[src/rtl/mdio_pkg.sv]
// Package: shared constants and types for the management frame controller.
// Assumes a 2-bit register address and a fixed 32-bit management frame.
package mdio_pkg;
    localparam int FRAME_W     = 32;
    localparam int RX_W        = 16;
    localparam int TA_W        = 2;
    localparam int OPN_W       = 4;
    localparam int EVT_BIT     = 23;
    localparam int CTRL_EN_BIT = 2;
    localparam int SPD_LO      = 1;

    localparam logic [1:0] ADDR_DATA  = 2'd0;
    localparam logic [1:0] ADDR_EVT   = 2'd1;
    localparam logic [1:0] ADDR_SPEED = 2'd2;
    localparam logic [1:0] ADDR_CTRL  = 2'd3;

    // Start 01 + opcode 10 in the top nibble marks a read frame.
    localparam logic [OPN_W-1:0] READ_NIBBLE = 4'h6;

    typedef enum logic {ST_IDLE, ST_RUN} run_state_e;
endpackage

[src/rtl/mdio_clkgen.sv]
// Module: management clock generator.
// Latches the divider at start. While run is high, it toggles mdc every
// div system clock cycles and flags each rising and falling transition
// one cycle ahead as a tick. Assumes the divider is nonzero when start fires.
module mdio_clkgen #(
    parameter int DIV_W = 6
) (
    input  logic             clk,
    input  logic             rst_n,
    input  logic             start,
    input  logic             run,
    input  logic [DIV_W-1:0] div_in,
    output logic             mdc,
    output logic             rise_tick,
    output logic             fall_tick
);
    logic [DIV_W-1:0] div_q;
    logic [DIV_W-1:0] cnt;
    logic             wrap;

    assign wrap      = run && (cnt == div_q - 1'b1);
    assign rise_tick = wrap && !mdc;
    assign fall_tick = wrap && mdc;

    // Capture the divider for the whole transaction.
    always_ff @(posedge clk) begin
        if (!rst_n)     div_q <= '0;
        else if (start) div_q <= div_in;
    end

    // Count system cycles within one half-period of mdc.
    always_ff @(posedge clk) begin
        if (!rst_n || start) cnt <= '0;
        else if (wrap)       cnt <= '0;
        else if (run)        cnt <= cnt + 1'b1;
    end

    // Toggle mdc at each half-period boundary, park it low otherwise.
    always_ff @(posedge clk) begin
        if (!rst_n)     mdc <= 1'b0;
        else if (start) mdc <= 1'b0;
        else if (wrap)  mdc <= ~mdc;
        else if (!run)  mdc <= 1'b0;
    end

    // the management clock rests low whenever no frame is running.
    a_r4_mdc_low_idle: assert property (@(posedge clk) disable iff (!rst_n)
        !run |-> !mdc);

    // a running transaction always has a usable divider.
    a_r4_div_nonzero: assert property (@(posedge clk) disable iff (!rst_n)
        run |-> (div_q != '0));
endmodule

[src/rtl/mdio_shifter.sv]
// Module: frame serialiser and read-data capture.
// On start it loads the preamble and the frame, shifts one bit out per
// falling tick, releases the line for the turnaround and data of a read,
// and samples the data slots on rising ticks. done pulses on the final fall.
module mdio_shifter #(
    parameter int PRE_LEN = 32,
    parameter int FRAME_W = 32,
    parameter int RX_W    = 16,
    parameter int TA_W    = 2
) (
    input  logic               clk,
    input  logic               rst_n,
    input  logic               start,
    input  logic [FRAME_W-1:0] frame_in,
    input  logic               rise_tick,
    input  logic               fall_tick,
    input  logic               mdio_i,
    output logic               run,
    output logic               mdio_o,
    output logic               mdio_oe,
    output logic               done,
    output logic               capture_we,
    output logic [RX_W-1:0]    rx_data
);
    import mdio_pkg::*;

    localparam int TOT   = PRE_LEN + FRAME_W;
    localparam int IDX_W = $clog2(TOT);
    localparam logic [IDX_W-1:0] LAST_IDX    = IDX_W'(TOT - 1);
    localparam logic [IDX_W-1:0] RELEASE_IDX = IDX_W'(TOT - RX_W - TA_W);
    localparam logic [IDX_W-1:0] RX_IDX      = IDX_W'(TOT - RX_W);

    run_state_e       state;
    logic [IDX_W-1:0] idx;
    logic [TOT-1:0]   shreg;
    logic             is_rd;
    logic [RX_W-1:0]  rx_q;
    logic             released;

    assign run        = (state == ST_RUN);
    assign done       = run && fall_tick && (idx == LAST_IDX);
    assign capture_we = done && is_rd;
    assign released   = is_rd && (idx >= RELEASE_IDX);
    assign mdio_oe    = run && !released;
    assign mdio_o     = run ? shreg[TOT-1] : 1'b1;
    assign rx_data    = rx_q;

    // Sequence the transaction from start to the last falling edge.
    always_ff @(posedge clk) begin
        if (!rst_n)    state <= ST_IDLE;
        else if (start) state <= ST_RUN;
        else if (done)  state <= ST_IDLE;
    end

    // Track the bit slot and shift the next bit out on each fall.
    always_ff @(posedge clk) begin
        if (!rst_n) begin
            idx   <= '0;
            shreg <= '1;
        end else if (start) begin
            idx   <= '0;
            shreg <= {{PRE_LEN{1'b1}}, frame_in};
        end else if (run && fall_tick && !done) begin
            idx   <= idx + 1'b1;
            shreg <= {shreg[TOT-2:0], 1'b1};
        end
    end

    // Remember whether the loaded frame is a read.
    always_ff @(posedge clk) begin
        if (!rst_n)     is_rd <= 1'b0;
        else if (start) is_rd <= (frame_in[FRAME_W-1 -: OPN_W] == READ_NIBBLE);
    end

    // Shift in returned bits on rising edges during the data slots.
    always_ff @(posedge clk) begin
        if (!rst_n)
            rx_q <= '0;
        else if (run && rise_tick && is_rd && (idx >= RX_IDX))
            rx_q <= {rx_q[RX_W-2:0], mdio_i};
    end

    // the data line moves only at a falling mdc transition.
    a_r3_change_on_fall: assert property (@(posedge clk) disable iff (!rst_n)
        (run && $past(run) && !$stable(mdio_o)) |-> $past(fall_tick));

    // the line is released whenever a read bit is sampled.
    a_r5_sample_released: assert property (@(posedge clk) disable iff (!rst_n)
        (run && rise_tick && is_rd && (idx >= RX_IDX)) |-> !mdio_oe);

    // a write frame is driven for every slot.
    a_r6_write_driven: assert property (@(posedge clk) disable iff (!rst_n)
        (run && !is_rd) |-> mdio_oe);

    // the final fall ends the transaction.
    a_r7_done_stops: assert property (@(posedge clk) disable iff (!rst_n)
        done |=> !run);
endmodule

[src/rtl/mdio_regs.sv]
// Module: software-visible registers.
// Holds the frame, event, speed and control registers, decides when a
// frame register write launches a transaction, and merges read data back.
// Assumes done and capture_we are single-cycle pulses from the serialiser.
module mdio_regs #(
    parameter int FRAME_W = 32,
    parameter int DIV_W   = 6,
    parameter int RX_W    = 16
) (
    input  logic               clk,
    input  logic               rst_n,
    input  logic               reg_wr,
    input  logic [1:0]         reg_addr,
    input  logic [31:0]        reg_wdata,
    output logic [31:0]        reg_rdata,
    input  logic               busy,
    input  logic               done,
    input  logic               capture_we,
    input  logic [RX_W-1:0]    rx_data,
    output logic               start,
    output logic [FRAME_W-1:0] frame,
    output logic [DIV_W-1:0]   div,
    output logic               irq
);
    import mdio_pkg::*;

    logic [FRAME_W-1:0] data_q;
    logic               evt_q;
    logic [DIV_W-1:0]   div_q;
    logic               en_q;
    logic               sel_data;

    assign sel_data = reg_wr && (reg_addr == ADDR_DATA);
    assign start    = sel_data && !busy && en_q && (div_q != '0);
    assign frame    = reg_wdata[FRAME_W-1:0];
    assign div      = div_q;
    assign irq      = evt_q;

    // Frame register: software write when idle, read data merge at the end.
    always_ff @(posedge clk) begin
        if (!rst_n)              data_q <= '0;
        else if (capture_we)     data_q[RX_W-1:0] <= rx_data;
        else if (sel_data && !busy) data_q <= reg_wdata[FRAME_W-1:0];
    end

    // Sticky completion event, set has priority over the write-one clear.
    always_ff @(posedge clk) begin
        if (!rst_n) evt_q <= 1'b0;
        else if (done) evt_q <= 1'b1;
        else if (reg_wr && (reg_addr == ADDR_EVT) && reg_wdata[EVT_BIT]) evt_q <= 1'b0;
    end

    // Divider field of the speed register.
    always_ff @(posedge clk) begin
        if (!rst_n) div_q <= '0;
        else if (reg_wr && (reg_addr == ADDR_SPEED)) div_q <= reg_wdata[SPD_LO +: DIV_W];
    end

    // Management enable bit of the control register.
    always_ff @(posedge clk) begin
        if (!rst_n) en_q <= 1'b0;
        else if (reg_wr && (reg_addr == ADDR_CTRL)) en_q <= reg_wdata[CTRL_EN_BIT];
    end

    // Read multiplexer: only implemented bits return nonzero.
    always_comb begin
        reg_rdata = '0;
        case (reg_addr)
            ADDR_DATA:  reg_rdata[FRAME_W-1:0]     = data_q;
            ADDR_EVT:   reg_rdata[EVT_BIT]         = evt_q;
            ADDR_SPEED: reg_rdata[SPD_LO +: DIV_W] = div_q;
            default:    reg_rdata[CTRL_EN_BIT]     = en_q;
        endcase
    end

    // a frame write during a transaction leaves the register alone.
    a_r9_busy_write_ignored: assert property (@(posedge clk) disable iff (!rst_n)
        (sel_data && busy && !capture_we) |=> $stable(data_q));

    // completion wins over a simultaneous clear.
    a_r8_set_wins: assert property (@(posedge clk) disable iff (!rst_n)
        done |=> evt_q);

    // a disabled controller or zero divider never leaves idle.
    a_r10_no_start_disabled: assert property (@(posedge clk) disable iff (!rst_n)
        (sel_data && !busy && (!en_q || (div_q == '0))) |=> !busy);
endmodule

[src/rtl/mdio_mgmt_ctrl.sv]
// Module: top of the management frame controller.
// Connects the register block, the clock generator and the serialiser.
// Assumes a single external tri-state buffer driven by mdio_o/mdio_oe.
module mdio_mgmt_ctrl #(
    parameter int PRE_LEN = 32,
    parameter int DIV_W   = 6
) (
    input  logic        clk,
    input  logic        rst_n,
    input  logic        reg_wr,
    input  logic [1:0]  reg_addr,
    input  logic [31:0] reg_wdata,
    output logic [31:0] reg_rdata,
    output logic        mdc,
    output logic        mdio_o,
    output logic        mdio_oe,
    input  logic        mdio_i,
    output logic        busy,
    output logic        irq
);
    import mdio_pkg::*;

    logic               start;
    logic [FRAME_W-1:0] frame;
    logic [DIV_W-1:0]   div;
    logic               rise_tick;
    logic               fall_tick;
    logic               done;
    logic               capture_we;
    logic [RX_W-1:0]    rx_data;

    mdio_regs #(.FRAME_W(FRAME_W), .DIV_W(DIV_W), .RX_W(RX_W)) u_regs (
        .clk(clk), .rst_n(rst_n), .reg_wr(reg_wr), .reg_addr(reg_addr),
        .reg_wdata(reg_wdata), .reg_rdata(reg_rdata), .busy(busy),
        .done(done), .capture_we(capture_we), .rx_data(rx_data),
        .start(start), .frame(frame), .div(div), .irq(irq)
    );

    mdio_clkgen #(.DIV_W(DIV_W)) u_clk (
        .clk(clk), .rst_n(rst_n), .start(start), .run(busy), .div_in(div),
        .mdc(mdc), .rise_tick(rise_tick), .fall_tick(fall_tick)
    );

    mdio_shifter #(.PRE_LEN(PRE_LEN), .FRAME_W(FRAME_W), .RX_W(RX_W), .TA_W(TA_W)) u_shift (
        .clk(clk), .rst_n(rst_n), .start(start), .frame_in(frame),
        .rise_tick(rise_tick), .fall_tick(fall_tick), .mdio_i(mdio_i),
        .run(busy), .mdio_o(mdio_o), .mdio_oe(mdio_oe), .done(done),
        .capture_we(capture_we), .rx_data(rx_data)
    );

    // an accepted start is visible as busy in the next cycle.
    a_r2_start_busy: assert property (@(posedge clk) disable iff (!rst_n)
        start |=> busy);

    // busy only drops with the completion event raised.
    a_r7_busy_event: assert property (@(posedge clk) disable iff (!rst_n)
        $fell(busy) |-> irq);
endmodule

[config.mk]
export PLATFORM = sky130hd
export DESIGN_NAME = mdio_mgmt_ctrl
export DESIGN_NICKNAME = d
export VERILOG_FILES = /design/src/rtl/mdio_pkg.sv /design/src/rtl/mdio_clkgen.sv /design/src/rtl/mdio_shifter.sv /design/src/rtl/mdio_regs.sv /design/src/rtl/mdio_mgmt_ctrl.sv
export SDC_FILE = /design/constraint.sdc
export NUM_CORES = 1
export LEC_CHECK = 0
export ABC_AREA = 1
export BUFFER_PORTS_ARGS = -buffer_cell sky130_fd_sc_hd__buf_2
export CORE_MARGIN = 2
export CORE_UTILIZATION = 40
export DETAILED_ROUTE_END_ITERATION = 6
export GPL_ROUTABILITY_DRIVEN = 0
export PLACE_DENSITY = 0.55
export SLEW_MARGIN = 10
export SYNTH_ARGS = -nofsm -noshare
export SYNTH_HDL_FRONTEND = slang
export SYNTH_SLANG_ARGS = --single-unit
[constraint.sdc]
create_clock -name clk -period 2.5 [get_ports clk]
set_input_delay 0.25 -clock clk [delete_from_list [all_inputs] [get_ports clk]]
set_output_delay 0.25 -clock clk [all_outputs]
set_load 0.1 [all_outputs]
==> flow_summary.json, run 1 <==
{
  "met1_length_um": 7560,
  "antenna_found_initial": 0,
  "numPortBuffers": 74,
  "clk_latency_ns": 0.42,
  "syn_to_final_growth_pct": 18.3,
  "synthAdderAreaFrac_pct": 0.802,
  "ant_nets": 0,
  "post_cts_buffers": 0,
  "cts_buffer_depth": 2,
  "cts_tree": "yes",
  "cp-start-kind": "register",
  "synth_compound_area_share_pct": 6.52,
  "status": "finished, final reports clean",
  "clock-sinks": 141,
  "ctsResizeCount": 0,
  "std_cell_rows": 45,
  "internal-power_mw": 4.13,
  "grt_pass1_vias": 5198,
  "synth_area_sq_um": 6240,
  "htreeDepth": 4,
  "antenna_cells": 0,
  "setup_viol": 0,
  "fmax_mhz": 458,
  "yosysWarnings": 0,
  "ys_types": 32,
  "routed.top_layer": "met4",
  "crit_type": "reg2reg",
  "cts_root_buf": "clkbuf_16",
  "clockPowerShare_pct": 51.7,
  "critPathCaptureType": "register",
  "nets": 986,
  "ios": 75,
  "netlist.area_leader.share_pct": 45.3,
  "grt_setup_unrepaired": "false",
  "final_hold_viol_count": 0,
  "min_path_type": "in2reg",
  "wl_per_cell_um": 13.2,
  "cts_buffers": 17,
  "dr.pass1.iters": 5,
  "worst_slew_pin_slew_ns": 0.522,
  "crit_arrival_ns": 2.49,
  "die_h_um": 129,
  "crit_path_max_fanout": 16,
  "grt_max_degree": 93,
  "die_area_sq_um": 16600,
  "start_util_pct": 41.0,
  "via_per_inst": 4.92,
  "pwr-share-comb_pct": 5.5,
  "syn_nets": 935,
  "seq_power_share_pct": 42.8,
  "core_area_sq_um": 15200,
  "p_leak_nw": 3.46,
  "switching_share_pct": 23.0,
  "post-route-util_pct": 48.5,
  "fp.dieW_um": 129,
  "tns_ns": 0,
  "clk_pin_slew_worst_paths_ns": 0.06,
  "synthTopCellsByArea": "dfxtp_1, nand2_1, nand3_1",
  "powerDensity_nw_per_um2": 726,
  "ys_seq_area_share_pct": 45.3,
  "fin_crit_sh_pct": 87.3,
  "synth_top_family_by_area": "simple AND/OR/NAND/NOR gates",
  "avgSynthCellArea_sq_um": 6.98,
  "ctsHoldBuffers": 0,
  "overflow": 0,
  "synth_xor_area_share_pct": 0.983,
  "slew_violations": 0,
  "rr_worst_depth": 11,
  "drv_cap": 0,
  "dpl.hpwl_um": 9600,
  "multi_input_area_sq_um": 2810,
  "power.switching_mw": 1.23,
  "drt_iter0_markers": 347,
  "met3_length_um": 539,
  "grtUsageTotal_pct": 19.1,
  "required_ns": 2.81,
  "period_needed_ns": 2.18,
  "vias": 5639,
  "drive_gt1_share_pct": 14.2,
  "drc": 0,
  "grt_pass1_wl_um": 25200,
  "slew_headroom_pct": 65.5,
  "reg2reg_slack_ns": 0.32,
  "register_area_sq_um": 2820,
  "fillers": 1575,
  "wl_um": 15100,
  "synthCells": 893,
  "synthSimpleGateAreaFrac_pct": 36.5,
  "synthMuxAreaShare_pct": 0,
  "synth-seq-cells": 141,
  "clock_skew_ns": 0.00876,
  "ir_drop_v": 0.000502,
  "yosysTopAreaCell": "dfxtp_1",
  "wl_met2_um": 6890,
  "whs_path_depth": 3
}
[cell usage in the layout (no fill, tap or decap), drive strengths merged]
master / n
clkbuf: 18
dfxtp: 141
inv: 95
nor4: 1
nand2: 226
a31oi: 1
nand3b: 1
xor2: 5
o21ai: 39
buf: 86
ha: 4
nand4: 33
or2: 1
o211ai: 1
and2: 1
nand3: 161
o21a: 1
a21oi: 38
nor2: 86
clkinv: 3
nor3b: 1
xnor2: 2
nor3: 2
clkinvlp: 5
bufinv: 5
[path summary, 6_finish.rpt]
kind,start,endpoint
hold / removal,reg_wdata[19],u_shift.shreg[19]
setup reg to reg,u_clk.div_q[0],u_shift.rx_data[0]
hold reg to reg,u_regs.data_q[22],u_regs.data_q[22]
setup / recovery,u_clk.div_q[0],u_shift.rx_data[0]
[state kept, by name (all words and copies together) (netlist names)]
signal           count
u_clk.cnt            6
u_shift.run          1
u_shift.rx_data     16
u_regs.irq           1
u_regs.en_q          1
u_shift.idx          6
u_clk.mdc            1
u_shift.shreg       64
u_regs.data_q       32
u_shift.is_rd        1
u_regs.div           6
u_clk.div_q          6
[cells by family after synthesis]
| group | after synthesis |
|---|---|
| AOI/OAI and AO/OA | 80 |
| xor gates and xnor gates | 7 |
| adders and majority gates | 4 |
| buffers and inverters | 148 |
| DFF | 141 |
| and+or+nand+nor | 513 |
[power by group through the flow]
stage                     logic [mW]  clock network (mW)  registers, mW
after floorplan                0.197                   0           2.34
after global placement         0.296                   0           2.35
after detailed placement       0.294                   0           2.35
after CTS                      0.296                2.83           2.30
after global routing           0.321                2.94           2.30
final                          0.292                2.77           2.30
[routing by layer]
layer,GRT usage [%],vias up
met5,0,-
met4,5.37,0
met3,5.07,12
met2,29.8,80
met1,26.2,2555
li1,-,2992
[metrics by stage]
step           hold WS (ns)  std cells  instance area, sq um  total power, mW  worst slack (ns)
3_5_place_dp          0.443       1113                  6730             2.64             0.357
6_report             0.0638       1145                  7380             5.36             0.318
5_1_grt              0.0498       1145                  7380             5.55            0.0877
3_3_place_gp          0.438       1113                  6730             2.64             0.367
2_1_floorplan         0.371        893                  6240             2.54            -0.348
4_1_cts              0.0476       1145                  7380             5.42             0.312
[critical path, cell delays in order, from the launching register on]
cell and delay (ns):
dfxtp_1 0.38, inv_2 0.07, ha_1 0.30, xnor2_1 0.14
nor2_1 0.13, nand3_1 0.10, nor2_2 0.14, nand2_2 0.09
nor2_4 0.14, nand3_2 0.32, nor2_1 0.21, nor2_1 0.06
[Yosys cell counts]
master,instances
nand2_1,224
nand3_1,158
dfxtp_1,141
inv_1,88
nor2_1,81
a21oi_1,38
o21ai_0,38
nand4_1,33
clkbuf_1,26
buf_2,16
buf_1,5
inv_2,5
xor2_1,5
buf_6,4
ha_1,4
nor2_4,4
buf_4,3
nand3_2,3
nand2_2,2
nor3_1,2
xnor2_1,2
a31oi_1,1
and2_1,1
clkinv_1,1
nand3b_1,1
nor2_2,1
nor3b_1,1
nor4_1,1
o211ai_1,1
o21a_1,1
o21ai_1,1
or2_2,1
[layout make-up]
class                           instances  share of cell area (%)
Timing Repair Buffer                   86                    6.92
Inverter                               94                    4.78
Tap cell                              188                    3.19
Clock inverter                         14                    2.92
Sequential cell                       141                    38.3
Clock buffer                           18                    5.82
Multi-Input combinational cell        604                    38.1
Note: power is estimated with default switching activity, not from simulation.
==> run 2, diff against run 1 <==
Settings changed: CORE_UTILIZATION 40 to 55, PLACE_DENSITY 0.55 to 0.73.
==> run 2 against run 1 <==
  * Clock skew down 0.0046 ns
  * Final cell count down 4.0%
  * Global-route usage up 5.3 points
  * Flip-flop and latch count unchanged
  * Via count up 4.7%
  * Worst hold slack better by 0.0025 ns
  * Sequential share of layout area up 0.51 points
  * Non-clock buffer count up 2
  * Power down 3.8%
  * Fmax down 1.9%
  * Combinational power about the same
  * Sequential power about the same
  * Critical path type unchanged
  * Largest cell class unchanged
  * Highest routed layer unchanged
==> flow_summary.json, run 2 (synthesized netlist as in run 1, its figures left out) <==
{
  "syn_to_final_growth_pct": 16.7,
  "place_ws_ns": 0.313,
  "crit_chain": "buf_4 -> inv_1 -> nand3_1 -> buf_4 -> clkinv_1 -> nand2_1 -> nand3_1 -> nand2_1 -> inv_1",
  "std_cell_rows": 38,
  "drv_cap": 0,
  "numPortBuffers": 74,
  "vias": 5905,
  "worst_slew_pin_slew_ns": 0.605,
  "critPathCaptureType": "register",
  "clock-sinks": 141,
  "grt_max_degree": 66,
  "crit_path_max_fanout": 48,
  "die_area_sq_um": 12200,
  "htreeDepth": 4,
  "fmax_mhz": 450,
  "wl_um": 14800,
  "clk_pin_slew_worst_paths_ns": 0.06,
  "cts_buffer_depth": 2,
  "post_cts_buffers": 0,
  "p_leak_nw": 3.46,
  "overflow": 0,
  "layout_commonest_cell": "nand2_1",
  "max_stage_delay_ns": 0.58,
  "fin_ws_ns": 0.276,
  "fin_crit_sh_pct": 89.0,
  "grt_pass1_vias": 5456,
  "ant_nets": 0,
  "drt_iter0_markers": 510,
  "ir_drop_v": 0.000529,
  "drive_gt1_share_pct": 14.4,
  "min_path_type": "in2reg",
  "nets": 988,
  "slew_headroom_pct": 59.6,
  "final_hold_viol_count": 0,
  "ios": 75,
  "ctsHoldBuffers": 0,
  "hold_ws_ns": 0.0663,
  "drc": 0,
  "largest_reg_flops": 64,
  "period_needed_ns": 2.22,
  "antenna_found_initial": 0,
  "cts_root_buf": "clkbuf_16",
  "die_h_um": 110,
  "tns_ns": 0,
  "cp-start-kind": "register",
  "antenna_cells": 0,
  "crit_type": "reg2reg",
  "layout_common_cells": "nand2_1, nand3_1, dfxtp_1, inv_1, nor2_1",
  "largest_register": "u_shift.shreg",
  "clk_latency_ns": 0.42,
  "dr.pass1.iters": 6,
  "cts_tree": "yes",
  "cts_buffers": 17,
  "required_ns": 2.82,
  "ctsResizeCount": 0,
  "dpl.hpwl_um": 9830,
  "grt_pass1_wl_um": 24700,
  "worst_path_max_delay_cell": "clkinv_1",
  "instances_no_fill": 1099,
  "grtUsageTotal_pct": 24.4,
  "crit_arrival_ns": 2.54,
  "grt_setup_unrepaired": "false",
  "dp_cells": 1067,
  "core_area_sq_um": 10900,
  "slew_violations": 0,
  "setup_viol": 0,
  "powerDensity_nw_per_um2": 708,
  "start_util_pct": 57.0,
  "fp.dieW_um": 110,
  "status": "finished, final reports clean",
  "wl_per_cell_um": 13.5,
  "via_per_inst": 5.37,
  "clock_skew_ns": 0.00414
}
run 2: cell types whose count changed in the layout (fill, tap and decap cells not counted), moves of 2 or more:
cell        change
bufinv_16       -2
clkbuf_8        +3
inv_6           -2
clkinvlp_4      -2
clkinv_2        +4
buf_4           +3
run 2: critical path, delay by kind of cell, from the launching register on:
family,cells,cell delay [ns]
buffers and inverters,5,1.29
DFF,1,0.30
and+or+nand+nor,4,0.51
run 2: power by group:
group / leakage (nW) / switching (mW) / internal, mW / total (mW)
Sequential: 1.14 / 0.0160 / 2.28 / 2.30
Combinational: 2.02 / 0.219 / 0.0719 / 0.290
Clock: 0.297 / 0.931 / 1.63 / 2.57
run 2: final cells by class:
cell class	instances	area [sq um]
Clock buffer	20	467
Clock inverter	12	143
Fill cell	975	3660
Inverter	94	353
Multi-Input combinational cell	604	2810
Sequential cell	141	2820
Tap cell	140	175
Timing Repair Buffer	88	513
run 2: metal layers:
layer	GRT usage, %	up-vias	wire length [um]
li1	-	2990	-
met5	0	-	0
met4	9.92	0	345
met3	6.26	30	681
met1	31.1	2723	6690
met2	39.6	162	7130
run 2: per-stage QoR:
stage	utilization [%]	instance area (sq um)	power, mW
final	66.6	7280	5.15
after global routing	66.6	7280	5.30
after CTS	66.6	7280	5.19
after detailed placement	61.0	6670	2.63
after global placement	61.0	6670	2.62
after floorplan	-	6240	2.54
run 2: final timing paths:
check / end / slack [ns] / cells after the start / startpoint
worst max-delay path: u_regs.data_q[2] / 0.28 / 9 / u_shift.run
worst min-delay path: u_shift.rx_data[0] / 0.07 / 3 / mdio_i
worst max register to register: u_regs.data_q[2] / 0.28 / 9 / u_shift.run
worst min register to register: u_regs.data_q[17] / 0.46 / 2 / u_regs.data_q[17]
==> run 3, diff against run 2 <==
Settings changed: REMOVE_ABC_BUFFERS set to 1.
Clock period 2.5 ns to 2.34 ns, I/O delays scaled along.
==> run 3 against run 2 <==
  * Flip-flop and latch count unchanged
  * Worst hold slack lost 0.020 ns
  * Worst setup slack worse by 0.082 ns
  * Critical endpoint is now u_shift.rx_data[3]
  * Largest cell class unchanged
  * Largest power group unchanged
  * Highest routed layer unchanged
==> flow_summary.json, run 3 (synthesized netlist as in run 1, its figures left out) <==
{
  "drive_gt1_share_pct": 14.7,
  "fin_crit_sh_pct": 91.7,
  "hold-path-endpoint": "u_shift.shreg[13]",
  "grtUsageTotal_pct": 24.5,
  "overflow": 0,
  "powerDensity_nw_per_um2": 762,
  "whs_path_depth": 3,
  "p_leak_nw": 3.47,
  "clk_pin_slew_worst_paths_ns": 0.06,
  "tns_ns": 0,
  "std_cell_rows": 38,
  "ir_drop_v": 0.000663,
  "nets": 993,
  "htreeDepth": 4,
  "power.switching_mw": 1.29,
  "die_area_sq_um": 12200,
  "grt_pass1_vias": 5460,
  "vias": 5961,
  "timing.rr.end": "u_shift.rx_data[3]",
  "via_per_inst": 5.40,
  "antenna_cells": 0,
  "crit_type": "reg2reg",
  "status": "finished, final reports clean",
  "cp-start-kind": "register",
  "rr_worst_depth": 12,
  "grt_max_degree": 76,
  "ant_nets": 0,
  "min_path_type": "in2reg",
  "start_util_pct": 57.0,
  "die_h_um": 110,
  "seq_power_share_pct": 43.9,
  "fp.dieW_um": 110,
  "dr.pass1.iters": 5,
  "internal-power_mw": 4.30,
  "slew_headroom_pct": 53.8,
  "grt_setup_unrepaired": "false",
  "largest_register": "u_shift.shreg",
  "reg2reg_slack_ns": 0.19,
  "core_area_sq_um": 10900,
  "clock_skew_ns": 0.00575,
  "fmax_mhz": 466,
  "worst_slew_pin_slew_ns": 0.692,
  "syn_to_final_growth_pct": 17.6,
  "worst_path_max_delay_cell": "dfxtp_1",
  "instances_no_fill": 1104,
  "layout_commonest_cell": "nand2_1",
  "slew_violations": 0,
  "grt_pass1_wl_um": 25100,
  "period_needed_ns": 2.15,
  "dpl_cell_area_sq_um": 6670,
  "antenna_found_initial": 0,
  "pwr-share-comb_pct": 5.5,
  "final_cell_area_sq_um": 7340,
  "final_hold_viol_count": 0,
  "cts_buffer_depth": 2,
  "cts_tree": "yes",
  "dp_cells": 1071,
  "drv_cap": 0,
  "crit_chain": "inv_2 -> ha_1 -> xnor2_1 -> nor2_1 -> nand3_1 -> nor2_2 -> nand2_2 -> nor2_4 -> nand3_4 -> nand2_1 -> nand2_1 -> nor2_1",
  "required_ns": 2.69,
  "r2r_start": "u_clk.div_q[0]",
  "drt_iter0_markers": 420,
  "hold_start": "reg_wdata[13]",
  "drc": 0,
  "numPortBuffers": 74,
  "ios": 75,
  "cts_root_buf": "clkbuf_16",
  "wl_um": 14900,
  "clock-sinks": 141,
  "crit_arrival_ns": 2.50,
  "clockPowerShare_pct": 50.6,
  "largest_reg_flops": 64,
  "layout_common_cells": "nand2_1, nand3_1, dfxtp_1, inv_1, nor2_1",
  "clk_latency_ns": 0.42,
  "wl_per_cell_um": 13.5,
  "dpl.hpwl_um": 9930,
  "critPathCaptureType": "register",
  "setup_viol": 0,
  "max_stage_delay_ns": 0.38,
  "switching_share_pct": 23.1,
  "post-route-util_pct": 67.1,
  "crit_path_max_fanout": 16,
  "cts_buffers": 17
}
run 3: cell types whose count changed in the layout (fill, tap and decap cells not counted), moves of 2 or more:
cell	before	now
clkinv_2	6	2
buf_4	11	16
clkinvlp_4	3	5
clkinv_4	0	2
clkbuf_8	3	0
nand3_4	0	2
run 3: power by group through the flow:
| stage | sequential [mW] | clock (mW) | combinational (mW) |
|---|---|---|---|
| after global routing | 2.46 | 2.98 | 0.339 |
| after CTS | 2.45 | 2.86 | 0.308 |
| final | 2.45 | 2.83 | 0.308 |
| after floorplan | 2.50 | 0 | 0.186 |
| after detailed placement | 2.51 | 0 | 0.307 |
| after global placement | 2.50 | 0 | 0.303 |
run 3: worst max-delay path by stage:
stage | slack [ns] | endpoint | from | cells after the start
2_1_floorplan | -2.37 | u_shift.shreg[10] | u_shift.run | 7
3_3_place_gp | 0.30 | u_shift.shreg[29] | u_clk.div_q[0] | 14
3_5_place_dp | 0.18 | u_shift.rx_data[3] | u_clk.div_q[0] | 12
4_1_cts | 0.14 | u_shift.rx_data[3] | u_clk.div_q[0] | 12
5_1_grt | 0.04 | u_shift.shreg[15] | u_clk.div_q[0] | 15
6_report | 0.19 | u_shift.rx_data[3] | u_clk.div_q[0] | 12
run 3: critical path: cells and delay by family, from the launching register on:
kind                     cells  cell delay [ns]
XOR/XNOR                     1             0.13
adder cells (fa/ha/maj)      1             0.32
buffers and inverters        1             0.07
flip-flops                   1             0.38
AND/OR/NAND/NOR              9             1.17
run 3: cell type report:
type                    count  area [sq um]
repair buffers             93           542
well taps                 140           175
fillers                   966          3600
clock buffers              18           429
inverters                  94           353
flip-flops and latches    141          2820
clock inverters            14           194
multi-input cells         604          2820
run 3: metrics by stage:
step	power, mW	hold slack [ns]	setup slack, ns
finish	5.59	0.0460	0.194
global route	5.77	0.0464	0.0408
CTS	5.62	0.0370	0.136
detailed placement	2.81	0.443	0.178
global placement	2.81	0.436	0.300
floorplan	2.69	0.328	-2.37
run 3: per-layer routing:
metal	GRT usage [%]	vias to the layer above	wire, um
li1	-	3001	-
met1	30.9	2768	6670
met2	40.6	160	7110
met3	5.16	32	738
met4	10.5	0	339
met5	0	-	0
run 3: repair_timing:
item,CTS,global route
endpoints found under the setup margin,0,27
setup buffers,0,1
gates resized for setup,0,3
endpoints found under the hold margin,0,0
hold buffers,0,0
